===== config.mk =====
export PLATFORM = sky130hd
export DESIGN_NAME = rxd_deframer
export DESIGN_NICKNAME = d
export VERILOG_FILES = /design/src/rtl/rxd_pkg.sv /design/src/rtl/rxd_line_decode.sv /design/src/rtl/rxd_frame_ctrl.sv /design/src/rtl/rxd_byte_pack.sv /design/src/rtl/rxd_deframer.sv
export SDC_FILE = /design/constraint.sdc
export NUM_CORES = 1
export LEC_CHECK = 0
export CORE_ASPECT_RATIO = 1.25
export CORE_UTILIZATION = 42
export DETAILED_ROUTE_END_ITERATION = 10
export GPL_ROUTABILITY_DRIVEN = 0
export HOLD_SLACK_MARGIN = 0.08
export REMOVE_ABC_BUFFERS = 1
export SLEW_MARGIN = 30
export SYNTH_ARGS = -nofsm -noshare
export SYNTH_HDL_FRONTEND = slang
export SYNTH_SLANG_ARGS = --single-unit

===== constraint.sdc =====
create_clock -name clk -period 3.8 [get_ports clk]
set_input_delay 0.95 -clock clk [delete_from_list [all_inputs] [get_ports clk]]
set_output_delay 0.95 -clock clk [all_outputs]
set_load 0.05 [all_outputs]

===== src/rtl/rxd_pkg.sv =====
package rxd_pkg;

    localparam logic IDLE_LEVEL = 1'b1;

    typedef enum logic [0:0] {
        ST_HUNT = 1'b0,
        ST_DATA = 1'b1
    } frame_state_t;

    typedef struct packed {
        logic strobe;
        logic se0;
        logic value;
    } sym_t;

    function automatic logic nrzi_bit(input logic cur, input logic prev);
        return ~(cur ^ prev);
    endfunction

endpackage


===== src/rtl/rxd_line_decode.sv =====
module rxd_line_decode
    import rxd_pkg::*;
(
    input  logic clk,
    input  logic rst,
    input  logic bit_en,
    input  logic line_bit,
    input  logic se0,
    input  logic raw_mode,
    output sym_t sym
);
    logic prev_level;

    always_ff @(posedge clk) begin
        if (rst) begin
            prev_level <= IDLE_LEVEL;
        end else if (bit_en) begin
            prev_level <= se0 ? IDLE_LEVEL : line_bit;
        end
    end

    always_comb begin
        sym.strobe = bit_en;
        sym.se0    = se0;
        sym.value  = raw_mode ? line_bit : nrzi_bit(line_bit, prev_level);
    end
endmodule


===== src/rtl/rxd_frame_ctrl.sv =====
module rxd_frame_ctrl
    import rxd_pkg::*;
#(
    parameter int SYNC_MIN_ZEROS = 5,
    parameter int STUFF_RUN      = 6
) (
    input  logic clk,
    input  logic rst,
    input  sym_t sym,
    input  logic raw_mode,
    output logic take,
    output logic take_val,
    output logic frame_start,
    output logic rx_active,
    output logic rx_error
);
    localparam int ZW = $clog2(SYNC_MIN_ZEROS + 1);
    localparam int RW = $clog2(STUFF_RUN + 1);

    frame_state_t state;
    logic [ZW-1:0] zero_cnt;
    logic [RW-1:0] ones_cnt;
    logic sync_hit, eop, viol, stuff_drop;

    always_comb begin
        sync_hit   = 1'b0;
        eop        = 1'b0;
        viol       = 1'b0;
        stuff_drop = 1'b0;
        take       = 1'b0;
        take_val   = sym.value;
        if (sym.strobe) begin
            if (state == ST_HUNT) begin
                sync_hit = !sym.se0 && sym.value && (zero_cnt == ZW'(SYNC_MIN_ZEROS));
            end else if (sym.se0) begin
                eop = 1'b1;
            end else if (!raw_mode && ones_cnt == RW'(STUFF_RUN)) begin
                viol       = sym.value;
                stuff_drop = !sym.value;
            end else begin
                take = 1'b1;
            end
        end
        frame_start = sync_hit;
    end

    always_ff @(posedge clk) begin
        if (rst) begin
            state     <= ST_HUNT;
            zero_cnt  <= '0;
            ones_cnt  <= '0;
            rx_active <= 1'b0;
            rx_error  <= 1'b0;
        end else begin
            rx_error <= 1'b0;
            if (state == ST_HUNT) begin
                if (sym.strobe) begin
                    if (sym.se0 || sym.value) begin
                        zero_cnt <= '0;
                    end else if (zero_cnt != ZW'(SYNC_MIN_ZEROS)) begin
                        zero_cnt <= zero_cnt + 1'b1;
                    end
                    if (sync_hit) begin
                        state     <= ST_DATA;
                        rx_active <= 1'b1;
                        ones_cnt  <= raw_mode ? '0 : RW'(1);
                    end
                end
            end else begin
                if (eop || viol) begin
                    state     <= ST_HUNT;
                    rx_active <= 1'b0;
                    zero_cnt  <= '0;
                    rx_error  <= viol;
                end
                if (stuff_drop) begin
                    ones_cnt <= '0;
                end else if (take) begin
                    if (raw_mode || !sym.value) ones_cnt <= '0;
                    else                        ones_cnt <= ones_cnt + 1'b1;
                end
            end
        end
    end
endmodule


===== src/rtl/rxd_byte_pack.sv =====
module rxd_byte_pack #(
    parameter int DATA_W = 8
) (
    input  logic              clk,
    input  logic              rst,
    input  logic              clear,
    input  logic              take,
    input  logic              take_val,
    output logic [DATA_W-1:0] rx_data,
    output logic              rx_valid
);
    localparam int CW = $clog2(DATA_W);

    logic [DATA_W-1:0] shreg, shift_nxt;
    logic [CW-1:0]     bit_cnt;

    always_comb shift_nxt = {take_val, shreg[DATA_W-1:1]};

    always_ff @(posedge clk) begin
        if (rst) begin
            shreg    <= '0;
            bit_cnt  <= '0;
            rx_data  <= '0;
            rx_valid <= 1'b0;
        end else begin
            rx_valid <= 1'b0;
            if (clear) begin
                bit_cnt <= '0;
            end else if (take) begin
                shreg <= shift_nxt;
                if (bit_cnt == CW'(DATA_W - 1)) begin
                    bit_cnt  <= '0;
                    rx_data  <= shift_nxt;
                    rx_valid <= 1'b1;
                end else begin
                    bit_cnt <= bit_cnt + 1'b1;
                end
            end
        end
    end
endmodule


===== src/rtl/rxd_deframer.sv =====
module rxd_deframer
    import rxd_pkg::*;
#(
    parameter int DATA_W         = 8,
    parameter int SYNC_MIN_ZEROS = 5,
    parameter int STUFF_RUN      = 6
) (
    input  logic              clk,
    input  logic              rst,
    input  logic              bit_en,
    input  logic              line_bit,
    input  logic              se0,
    input  logic              raw_mode,
    output logic [DATA_W-1:0] rx_data,
    output logic              rx_valid,
    output logic              rx_active,
    output logic              rx_error
);
    sym_t sym;
    logic take, take_val, frame_start;

    rxd_line_decode u_decode (
        .clk(clk), .rst(rst), .bit_en(bit_en), .line_bit(line_bit),
        .se0(se0), .raw_mode(raw_mode), .sym(sym)
    );

    rxd_frame_ctrl #(
        .SYNC_MIN_ZEROS(SYNC_MIN_ZEROS), .STUFF_RUN(STUFF_RUN)
    ) u_ctrl (
        .clk(clk), .rst(rst), .sym(sym), .raw_mode(raw_mode),
        .take(take), .take_val(take_val), .frame_start(frame_start),
        .rx_active(rx_active), .rx_error(rx_error)
    );

    rxd_byte_pack #(.DATA_W(DATA_W)) u_pack (
        .clk(clk), .rst(rst), .clear(frame_start), .take(take),
        .take_val(take_val), .rx_data(rx_data), .rx_valid(rx_valid)
    );
endmodule


==> summary.txt <==
Status
  • Status: completed

Routing
  • Vias post-DR: 1127
  • Antenna viol nets, final: 0
  • Met1 wire length: 1220 um
  • Residual DRC: 0
  • Routed len/inst: 13.4 um
  • DRT iter0 DRCs: 25
  • Final WL: 2750 um
  • Router iterations before antenna repair: 4
  • Met3 Routed Length: a little under 90 um
  • DR WL met2: 1400 um
  • Vias per cell: 5.50
  • Uppermost layer routed: met4

Logic synthesis
  • Syn. warnings: 0
  • Yosys top cell area share: 43.7%
  • Post-synthesis sequential area ratio: 43.7%
  • Mapped Cells: 152
  • Netlist cell types: 35
  • Cell Area, Synth: between 0.001 and 0.0015 mm^2
  • Synth Register Bits: 29
  • Synth area leaders: dfxtp_1 (44%), a21oi_1 (7.2%), mux2i_1 (6.0%)
  • Post-synth EDFFs: 0
  • Commonest cells post-synth: dfxtp_1 (29), a21oi_1 (19), nor2_1 (15)
  • Most used DFF post-synth: dfxtp_1
  • Syn Area/Cell: 8.74 um^2
  • Ys async rst share: 0%
  • Top cell type by total area after synthesis: dfxtp_1
  • Cell with the most instances after synthesis: dfxtp_1

Place
  • Port Buf Inserts: 16
  • Setup WS pre-CTS: 0.960 ns
  • DP Wirelength: 1870 um

Global routing
  • First-pass GRT wire length: 4700 um
  • Largest net degree at the start of global routing: 28
  • GR Overflow Total: 0
  • GRT Util Overall: 18.8%
  • Vias in the first global route: about 1100
  • Initial antenna violation count: 0

Final layout
  • Layout area overhead: 16.8%
  • Antenna Cells: 0
  • FILL cells: 295
  • Share of cells above drive strength 1: 6.51%
  • # nets final: 180

STA
  • Setup WS post-layout: 1.27 ns
  • Min cycle time layout: 2.53 ns
  • Setup TNS: 0 ns
  • RSZ-0062 raised after global routing: no
  • Fin crit share: around two thirds
  • Final Skew: 0.00815 ns
  • Final setup violation count: 0
  • Fmax achieved: 396 MHz
  • Worst hold slack: 0.458 ns
  • Endpoints failing hold: 0
  • Slew margin rel.: a little over three fifths
  • Fin. max-slew vios: 0
  • Worst Max-Slew Pin Slew: 0.558 ns

Floorplanning
  • Std-Cell Core Area: 0.00297 mm^2
  • IO Count: 17
  • Chip height: 64.9 um
  • Die footprint: 0.00339 mm^2
  • Die X: roughly 52 um
  • Starting Density: between 40% and 50%
  • Row cnt: 22

Pwr
  • Pwr Density: 328 mW/mm^2
  • Worst vdd ir: between 0.15 and 0.2 mV
  • Pleak: roughly 0.54 nW

Worst setup path
  • Critical path peak fanout: 7
  • Crit path DAT: 2.78 ns
  • Startpoint type of the worst setup path: input port
  • Setup CP Type: in2reg
  • Required @ worst endpoint: between 4 and 5 ns
  • Crit path capture type: register

Clocking
  • H-tree levels: 2
  • Bufs on Longest Clock Path: 2
  • Post-cts resize count: 0
  • CTS tree: yes
  • Hold_buf cts: 0
  • Postcts setup bufs: 0
  • Clock Latency Late Sink: 0.32 ns
  • Num Clock Sinks: 29
  • Root buffer cell: clkbuf_4
  • Cts bufs inserted: 5
  • CTS clk-pin slew, worst paths: 0.10 ns

Run
  • Max cap viols: 0

Min path
  • Hold Path Class: reg2reg
==> state kept, by name, summed over array words and instances (netlist names) <==
signal and flops:
u_decode.prev_level 1, u_pack.shreg 7, u_ctrl.ones_cnt 3, u_ctrl.rx_active 1, u_pack.rx_valid 1, u_pack.rx_data 8
u_ctrl.state 1, u_ctrl.rx_error 1, u_pack.bit_cnt 3, u_ctrl.zero_cnt 3
==> stage by stage <==
step	power (mW)	util [%]	area [um^2]	std cells
after global placement	0.339	50.6	1510	197
after detailed placement	0.340	50.6	1510	197
final	0.508	52.2	1550	205
after floorplan	0.325	-	1300	145
after global routing	0.532	52.2	1550	205
after CTS	0.519	52.4	1560	205
==> layer usage <==
metal | vias up | global-route usage [%]
li1 | 575 | -
met1 | 524 | 20.9
met2 | 24 | 31.3
met3 | 4 | 4.46
met4 | 0 | 11.5
met5 | - | 0
==> power by group <==
group	switching, mW	leakage, nW	total (mW)	internal [mW]
clock network	0.105	0.0320	0.176	0.0704
logic	0.0166	0.270	0.0267	0.0102
registers	0.00110	0.234	0.306	0.305
==> layout by cell type (no fill, tap or decap), types with 2 or more instances in the layout <==
master,instances
mux2i_1,8
clkinv_2,2
nor4_1,3
nor2_1,15
clkdlybuf4s50_1,15
nand2_1,10
nand3_1,10
clkbuf_4,5
inv_1,3
nor3_1,5
or4_1,3
nand2b_1,4
nand3b_1,2
o21ai_0,8
a21oi_1,19
dfxtp_1,29
and3b_1,2
ha_1,6
==> critical path, cell delays in order <==
cell	delay (ns)
clkdlybuf4s50_1	0.60
nor3b_1	0.39
o211ai_1	0.33
a221o_1	0.39
a21oi_1	0.12
==> cells by family (layout without fill, tap and decap cells) <==
group | after synthesis | in the layout | share of synthesized area (%)
buffers and inverters | 11 | 28 | 3.30
AOI/OAI and AO/OA | 37 | 37 | 16.4
muxes | 8 | 8 | 6.03
and+or+nand+nor | 59 | 59 | 23.6
adders and majority gates | 6 | 6 | 5.65
xor gates and xnor gates | 2 | 2 | 1.32
DFF | 29 | 29 | 43.7
==> cell type report <==
type	count	area, um^2	share of cell area (%)
inverters	4	15.0	0.968
clock buffers	6	41.3	2.66
multi-input cells	112	704	45.4
well taps	36	45.0	2.90
flip-flops and latches	29	581	37.4
repair buffers	16	155	10.0
clock inverters	2	10.0	0.645
==> path summary, 6_finish.rpt <==
kind / from / endpoint / slack (ns) / cells past startpoint
max: bit_en / u_ctrl.ones_cnt[0] / 1.27 / 5
min: u_pack.rx_data[6] / u_pack.rx_data[6] / 0.46 / 2
max reg2reg: u_ctrl.ones_cnt[0] / u_ctrl.zero_cnt[2] / 2.08 / 6
min reg2reg: u_pack.rx_data[6] / u_pack.rx_data[6] / 0.46 / 2
(Power assumes the default switching activity.)
